## src/rtl/pwm_gen_pkg.sv

```systemverilog
package pwm_gen_pkg;
    localparam int REG_W      = 32;
    localparam int CYC_W      = 8;
    localparam int DIV_W      = 4;
    localparam int EN_BIT     = 31;
    localparam int IDLE_BIT   = 30;
    localparam int RELOAD_LSB = 8;
    localparam int DUTY_LSB   = 0;
    localparam logic [CYC_W-1:0] CNT_LAST = {CYC_W{1'b1}};

    typedef struct packed {
        logic             en;
        logic             idle;
        logic [CYC_W-1:0] reload;
        logic [CYC_W-1:0] duty;
    } ctrl_t;

    typedef struct packed {
        logic [CYC_W-1:0] reload;
        logic [CYC_W-1:0] duty;
        logic [DIV_W-1:0] div;
    } cfg_t;

    // Terminal value of the divisor counter; a zero divisor behaves as one.
    function automatic logic [DIV_W-1:0] div_last(input logic [DIV_W-1:0] d);
        return (d == '0) ? '0 : d - 1'b1;
    endfunction

    // Number of high steps in a period; duty 0 encodes 256 low steps.
    function automatic logic [CYC_W:0] high_steps(input logic [CYC_W-1:0] duty);
        logic [CYC_W:0] full;
        full = {1'b1, {CYC_W{1'b0}}};
        return (duty == '0) ? '0 : full - {1'b0, duty};
    endfunction
endpackage

```

## src/rtl/pwm_regs.sv

```systemverilog
module pwm_regs
    import pwm_gen_pkg::*;
(
    input  logic             clk,
    input  logic             rst,
    input  logic             wr_en,
    input  logic             wr_addr,
    input  logic [3:0]       wr_strb,
    input  logic [REG_W-1:0] wr_data,
    input  logic             rd_addr,
    output logic [REG_W-1:0] rd_data,
    output ctrl_t            ctrl,
    output logic [DIV_W-1:0] div
);
    logic unused_bits;
    assign unused_bits = ^{wr_data[29:16], wr_strb[2]};

    always_ff @(posedge clk) begin
        if (rst) begin
            ctrl <= '0;
            div  <= DIV_W'(1);
        end else if (wr_en) begin
            if (!wr_addr) begin
                if (wr_strb[3]) begin
                    ctrl.en   <= wr_data[EN_BIT];
                    ctrl.idle <= wr_data[IDLE_BIT];
                end
                if (wr_strb[1]) ctrl.reload <= wr_data[RELOAD_LSB +: CYC_W];
                if (wr_strb[0]) ctrl.duty   <= wr_data[DUTY_LSB +: CYC_W];
            end else if (wr_strb[0]) begin
                div <= wr_data[DIV_W-1:0];
            end
        end
    end

    always_comb begin
        rd_data = '0;
        if (!rd_addr) begin
            rd_data[EN_BIT]                 = ctrl.en;
            rd_data[IDLE_BIT]               = ctrl.idle;
            rd_data[RELOAD_LSB +: CYC_W]    = ctrl.reload;
            rd_data[DUTY_LSB +: CYC_W]      = ctrl.duty;
        end else begin
            rd_data[DIV_W-1:0] = div;
        end
    end
endmodule

```

## src/rtl/pwm_prescale.sv

```systemverilog
module pwm_prescale
    import pwm_gen_pkg::*;
(
    input  logic             clk,
    input  logic             rst,
    input  logic             run,
    input  logic [DIV_W-1:0] div,
    input  logic [CYC_W-1:0] reload,
    output logic             step
);
    logic [DIV_W-1:0] pcnt;
    logic [CYC_W-1:0] rcnt;
    logic             p_last;
    logic             r_last;

    assign p_last = (pcnt == div_last(div));
    // reload 0 wraps to 255 here, which gives 256 divided ticks
    assign r_last = (rcnt == CYC_W'(reload - 1'b1));
    assign step   = run && p_last && r_last;

    always_ff @(posedge clk) begin
        if (rst || !run) begin
            pcnt <= '0;
            rcnt <= '0;
        end else if (p_last) begin
            pcnt <= '0;
            rcnt <= r_last ? '0 : rcnt + 1'b1;
        end else begin
            pcnt <= pcnt + 1'b1;
        end
    end
endmodule

```

## src/rtl/pwm_wave.sv

```systemverilog
module pwm_wave
    import pwm_gen_pkg::*;
(
    input  logic             clk,
    input  logic             rst,
    input  logic             en,
    input  logic             idle,
    input  cfg_t             live,
    input  logic             step,
    output logic             run,
    output cfg_t             shadow,
    output logic [CYC_W-1:0] cnt,
    output logic             wrap,
    output logic             pwm_out
);
    logic cmp_high;

    assign wrap     = step && (cnt == CNT_LAST);
    assign cmp_high = ({1'b0, cnt} < high_steps(shadow.duty));
    assign pwm_out  = (en && run) ? cmp_high : idle;

    always_ff @(posedge clk) begin
        if (rst) begin
            run    <= 1'b0;
            cnt    <= '0;
            shadow <= '{reload: '0, duty: '0, div: DIV_W'(1)};
        end else begin
            run <= en;
            if (!run) begin
                cnt    <= '0;
                shadow <= live;
            end else if (step) begin
                cnt <= cnt + 1'b1;
                if (wrap) shadow <= live;
            end
        end
    end
endmodule

```

## src/rtl/pwm_gen_top.sv

```systemverilog
module pwm_gen_top
    import pwm_gen_pkg::*;
(
    input  logic        clk,
    input  logic        rst,
    input  logic        wr_en,
    input  logic        wr_addr,
    input  logic [3:0]  wr_strb,
    input  logic [31:0] wr_data,
    input  logic        rd_addr,
    output logic [31:0] rd_data,
    output logic        pwm_out
);
    ctrl_t            ctrl;
    logic [DIV_W-1:0] div;
    cfg_t             live;
    cfg_t             shadow;
    logic             run;
    logic             step;
    logic             wrap;
    logic [CYC_W-1:0] cnt;

    assign live = '{reload: ctrl.reload, duty: ctrl.duty, div: div};

    pwm_regs u_regs (
        .clk     (clk),
        .rst     (rst),
        .wr_en   (wr_en),
        .wr_addr (wr_addr),
        .wr_strb (wr_strb),
        .wr_data (wr_data),
        .rd_addr (rd_addr),
        .rd_data (rd_data),
        .ctrl    (ctrl),
        .div     (div)
    );

    pwm_prescale u_pre (
        .clk    (clk),
        .rst    (rst),
        .run    (run),
        .div    (shadow.div),
        .reload (shadow.reload),
        .step   (step)
    );

    pwm_wave u_wave (
        .clk     (clk),
        .rst     (rst),
        .en      (ctrl.en),
        .idle    (ctrl.idle),
        .live    (live),
        .step    (step),
        .run     (run),
        .shadow  (shadow),
        .cnt     (cnt),
        .wrap    (wrap),
        .pwm_out (pwm_out)
    );
endmodule

```

## config.mk

```make
export PLATFORM = sky130hd
export DESIGN_NAME = pwm_gen_top
export DESIGN_NICKNAME = d
export VERILOG_FILES = /design/src/rtl/pwm_gen_pkg.sv /design/src/rtl/pwm_regs.sv /design/src/rtl/pwm_prescale.sv /design/src/rtl/pwm_wave.sv /design/src/rtl/pwm_gen_top.sv
export SDC_FILE = /design/constraint.sdc
export NUM_CORES = 1
export LEC_CHECK = 0
export CAP_MARGIN = 20
export CORE_MARGIN = 1.5
export CORE_UTILIZATION = 37
export DETAILED_ROUTE_END_ITERATION = 8
export PLACE_DENSITY = 0.63
export SYNTH_ARGS = -nofsm -noshare
export SYNTH_HDL_FRONTEND = slang
export SYNTH_SLANG_ARGS = --single-unit
```

## constraint.sdc

```tcl
create_clock -name clk -period 3.7 [get_ports clk]
set_input_delay 0.555 -clock clk [delete_from_list [all_inputs] [get_ports clk]]
set_output_delay 0.555 -clock clk [all_outputs]
set_load 0.02 [all_outputs]
```

### Word-level counts from Yosys, hierarchy flattened

Cells that the tools add are included.

| storage, ports and cells | value |
|---|---|
| input bits | 41 |
| word-level logic and storage cells | 51 |
| memory bits (read-only) | 0 |
| bits in latches | 0 |
| register bits after elaboration | 63 |
| memories | 0 |
| output and inout bits | 33 |
| memory bits (writable) | 0 |

| cells by class | value |
|---|---|
| bitwise operators | 2 |
| $lt $le $gt $ge | 1 |
| multipliers | 0 |
| reductions and logical operators | 15 |
| shift operators | 0 |
| add/subtract/negate cells | 6 |
| multiplexer cells | 10 |
| divide/modulo/power cells | 0 |
| equal/unequal tests | 5 |

Operator list:

| kind | number |
|---|---|
| $mux W20 | 3 |
| $add A8 B1 Y8 const B | 2 |
| $mux W12 | 1 |
| $reduce_and A3 Y1 | 4 |
| $lt A8 B9 Y1 | 1 |
| $mux W9 | 1 |
| $sub A9 B8 Y9 const A | 1 |
| $eq A8 B8 Y1 | 1 |
| $eq A8 B8 Y1 const B | 1 |
| $logic_not A8 Y1 | 1 |
| $mux W4 | 2 |
| $mux W8 | 1 |
| $sub A8 B1 Y8 const B | 1 |
| $add A4 B1 Y4 const B | 1 |
| $eq A4 B4 Y1 | 1 |
| $logic_and A1 B1 Y1 | 4 |
| $logic_not A4 Y1 | 1 |
| $reduce_or A2 Y1 | 2 |
| $sub A4 B1 Y4 const B | 1 |
| $mux W2 | 1 |
| $ne A2 B1 Y1 const B | 1 |
| $ne A2 B2 Y1 const B | 1 |
| $not A1 Y1 | 2 |
| $reduce_and A2 Y1 | 1 |
| other kinds (3) | 3 |

### Longest topological paths before layout

| logic depth | value |
|---|---|
| word-level depth | 9 |
| gate-level depth with buffers | 11 |
| gate-level depth less buffers | 11 |

### Hierarchy

Synthesis repeated with hierarchy kept, for this count alone.

| unflattened totals | value |
|---|---|
| cell total of the unflattened synthesis | 433 |
| area, all modules | 3622.2 sq um |

By module, submodules not included:

| module | instances | area an instance (sq um) | seq. area each (sq um) | cells each |
|---|---|---|---|---|
| pwm_wave | 1 | 1371.3 | 580.6 | 172 |
| pwm_regs | 1 | 1233.7 | 440.4 | 130 |
| pwm_prescale | 1 | 1017.2 | 240.2 | 131 |

### Worst setup path before layout

No wires, ideal clock.

| timing | value |
|---|---|
| kind | register to output |
| start point | reg u_wave.shadow[4] (netlist name) |
| end point | out pwm_out |
| stages on the path, launching flop included | 9 |
| required time | 3.145 ns |
| data arrival time | 2.366 ns |
| setup slack | 0.779 ns |
| path buffers | 0 |
| cell sequence | dfxtp_1 > inv_1 > ha_1 > nand2_1 > or3_1 > a211o_1 > nand2_1 > ha_1 > o311ai_0 |

| between the ends | value |
|---|---|
| word-level cells in the longest chain between the ends | 4 |
| elaborated cells between the ends (all ways) | 5 |
| classes of those cells | add/sub (1); order compare (1); mux (2); reduce/logical (1) |

Ends and longest elaborated chain:

| element | line | source |
|---|---|---|
| $sub A9 B8 Y9 or $logic_not A8 Y1 (tied branches) | pwm_gen_pkg.sv:33 | `return (duty == '0) ? '0 : full - {1'b0, duty};` |
| $mux W9 (*) | pwm_gen_pkg.sv:33 |  |
| $lt A8 B9 Y1 (*) | pwm_wave.sv:19 | `assign cmp_high = ({1'b0, cnt} < high_steps(shadow.duty));` |
| $mux W1 (*) | pwm_wave.sv:20 | `assign pwm_out = (en && run) ? cmp_high : idle;` |
| end: declaration | pwm_gen_top.sv:12 | `output logic pwm_out` |

Mark *: on every way between the ends. The rest lies on a longest branch, timed or not.

### Worst setup path in the final report

| timing | value |
|---|---|
| start point | reg u_wave.shadow[4] (netlist name) |
| end point | out pwm_out |

| between the ends | value |
|---|---|
| word-level cells in the longest chain between the ends | 4 |
| elaborated cells between the ends (all ways) | 5 |
| classes of those cells | add/sub (1); order compare (1); mux (2); reduce/logical (1) |

Ends and longest elaborated chain:

| element | line |
|---|---|
| $sub A9 B8 Y9 or $logic_not A8 Y1 (tied branches) | pwm_gen_pkg.sv:33 |
| $mux W9 (*) | pwm_gen_pkg.sv:33 |
| $lt A8 B9 Y1 (*) | pwm_wave.sv:19 |
| $mux W1 (*) | pwm_wave.sv:20 |

Marked as above.

==> impl_metrics.yaml <==
run_status:
  outcome: "finished, final reports clean"
synth:
  synth-edff-count: 0
  synthFlopType: "dfxtp_1"
  synth-seq-cells: 63
  ys_types: 39
  synth_area_per_cell_sq_um: 8.48
  netlist_top_cells_count: "63 x dfxtp_1, 38 x nand2_1, 36 x nor2_1"
  netlist_top_cells_area: "dfxtp_1 38%, mux2i_1 6.6%, ha_1 4.5%, nand2_1 4.3%, xnor2_1 4.2%"
  syn_inst: 395
  ys_warn_count: 0
  yosysTopAreaCell: "dfxtp_1"
  netlist_area_sq_um: 3350
  synth_top_area_share_pct: 37.6
  async_reset_ff_share_pct: 0
  synth.most_common_cell: "dfxtp_1"
  ys_seq_area_share_pct: 37.6
final_layout:
  area_growth_pct: 20.6
  final_nets: 487
  final_layout_size_suffix_gt1_share_pct: 6.61
  finalNonFillerCells: 547
  diodes: 0
clock_network:
  cts_buffer_depth: 2
  cts_tree: "built"
  clk_pin_slew_worst_paths_ps: 70
  postCtsHoldBufs: 0
  htree_num_levels: 3
  cts.sinks: 63
  cts_root_buffer: "clkbuf_8"
  cts_setup_buffers: 0
  cts_buffers: 9
  clkLatencyLatePin_ps: 330
sta:
  drv_slew: 0
  setup_ws_ps: 263
  period_share_pct: 92.9
  finalHoldViolations: 0
  rsz0062_at_grt: "no"
  final-setup-viol-count: 0
  worstMarginPinSlew_ps: 730
  setup_tns_ps: 0
  max_freq_mhz: 291
  finalClockSkew_ps: 7.12
  slew_headroom_pct: 51.1
  min_period_ps: 3440
placed_design:
  dp_hpwl_microns: 4910
  dp.cells: 531
  portBuffers: 44
  place_congestion: 0.804
  dp_slack_ps: 169
global_route:
  track_usage_pct: 14.6
  grt_pass1_wl_microns: 11700
  overflow: 0
  grt_pass1_vias: 2489
  grt_max_degree: 46
  antenna_found_initial: 0
drt:
  drtIter0Drc: 95
  drcViolationCount: 0
  wl_microns: 6800
  ant_nets: 0
  dr.pass1.iters: 4
  vias_per_cell: 5.01
  vias: 2743
  wl_per_cell_microns: 12.4
floorplan:
  die_h_microns: 98.2
  initial_core_util_pct: 38.2
  dieArea_sq_um: 9640
  num_io_pins: 74
  coreArea_sq_um: 8760
  rows: 34
  die_width_microns: 98.2
pwr:
  p_leak_uw: 0.00150
  power_density_nw_per_um2: 375
  vdd_drop_max_v: 0.000178
setup_path:
  worstPathMaxFanout: 4
  startpoint_type: "register"
  crit_type: "register to primary output"
  cp-end-kind: "primary output"
  cp.arrival_ps: 2880
  crit_required_ps: 3140
min_path:
  hold_path.class: "register to register"
job:
  cap_violations: 0
layout by cell type (no fill, tap or decap), types with 3 or more instances in the layout:
cell type / instances
a21o_1: 3
o21ai_0: 4
nand4_1: 7
mux2i_1: 22
and3_1: 5
buf_4: 3
nor2_1: 36
nand2b_1: 9
xnor2_1: 16
o31ai_1: 6
clkdlybuf4s50_1: 43
clkinv_2: 3
a211o_1: 3
a211oi_1: 4
conb_1: 14
xor2_1: 12
a21oi_1: 27
nor3_1: 11
dfxtp_1: 63
inv_1: 10
or4_1: 5
ha_1: 12
or3_1: 4
clkbuf_8: 10
nor2b_1: 18
nand3_1: 27
mux2_2: 4
nand2_1: 38
worst max-delay path, cell delays in order (launching register included):
cell	delay (ps)
dfxtp_1	340
inv_1	80
ha_1	180
nand2_1	80
or3_1	360
or3_1	340
nand3_1	80
ha_1	220
a21o_1	150
a211oi_1	210
o21ai_0	110
o311ai_0	140
clkbuf_2	260
repair_timing:
action	in CTS	in global routing
cloned	0	0
endpoints found under the setup margin	1	1
pin swaps	0	0
gates resized for setup	1	3
path summary, 6_finish.rpt:
kind	startpoint	endpoint	slack (ps)	cells after the start
setup / recovery	u_wave.shadow[4]	pwm_out	260	12
hold / removal	u_regs.ctrl[7]	u_regs.ctrl[7]	470	2
setup reg to reg	u_wave.shadow[12]	u_wave.cnt[7]	900	9
hold reg to reg	u_regs.ctrl[7]	u_regs.ctrl[7]	470	2
cell families (layout without fill, tap and decap cells):
family	count (synthesis)	after routing	share of synthesized area, %
flip-flops	63	63	37.6
multiplexers	26	26	7.92
buffers and inverters	42	73	6.53
adder cells (fa/ha/maj)	12	12	4.48
AO/OA/AOI/OAI	55	55	10.4
other	1	14	0.112
XOR/XNOR	28	28	7.32
AND/OR/NAND/NOR	168	168	25.6
where the power goes:
part	total (uW)	switching, uW	internal, uW	leakage, uW
logic	153	82.2	70.6	0.000873
registers	704	12.7	691	0.000510
clock network	659	264	395	0.000116
total	1520	359	1160	0.00150
layer usage:
metal  share of wire [%]  GRT usage, %  vias to the layer above
met5                   0             0                        -
met4                 2.0          7.15                        0
met3                 3.6          2.29                       10
met2                  44          22.2                       68
met1                  50          20.2                     1241
li1                    -             -                     1424
per-stage QoR:
stage / utilization [%] / power [uW] / hold slack [ps] / cell area [sq um]
after global routing: 46.1 / 1580 / 500 / 4040
after global placement: 43.6 / 870 / 457 / 3820
final: 46.1 / 1520 / 470 / 4040
after detailed placement: 43.6 / 873 / 459 / 3820
after floorplan: - / 828 / 444 / 3400
after CTS: 46.1 / 1530 / 468 / 4040
state kept, by name, indices dropped and copies added, names as in the netlist:
register       flops
u_wave.run         1
u_pre.pcnt         4
u_pre.rcnt         8
u_wave.shadow     20
u_regs.div         4
u_wave.cnt         8
u_regs.ctrl       18
cell type report:
type | count | area [sq um]
Fill cell | 865 | 4720
Multi-Input combinational cell | 303 | 1930
Sequential cell | 63 | 1260
Timing Repair Buffer | 47 | 458
Clock buffer | 10 | 138
Tap cell | 108 | 135
Clock inverter | 6 | 83.8
Inverter | 10 | 37.5
Power figures use the tool's default switching activity.
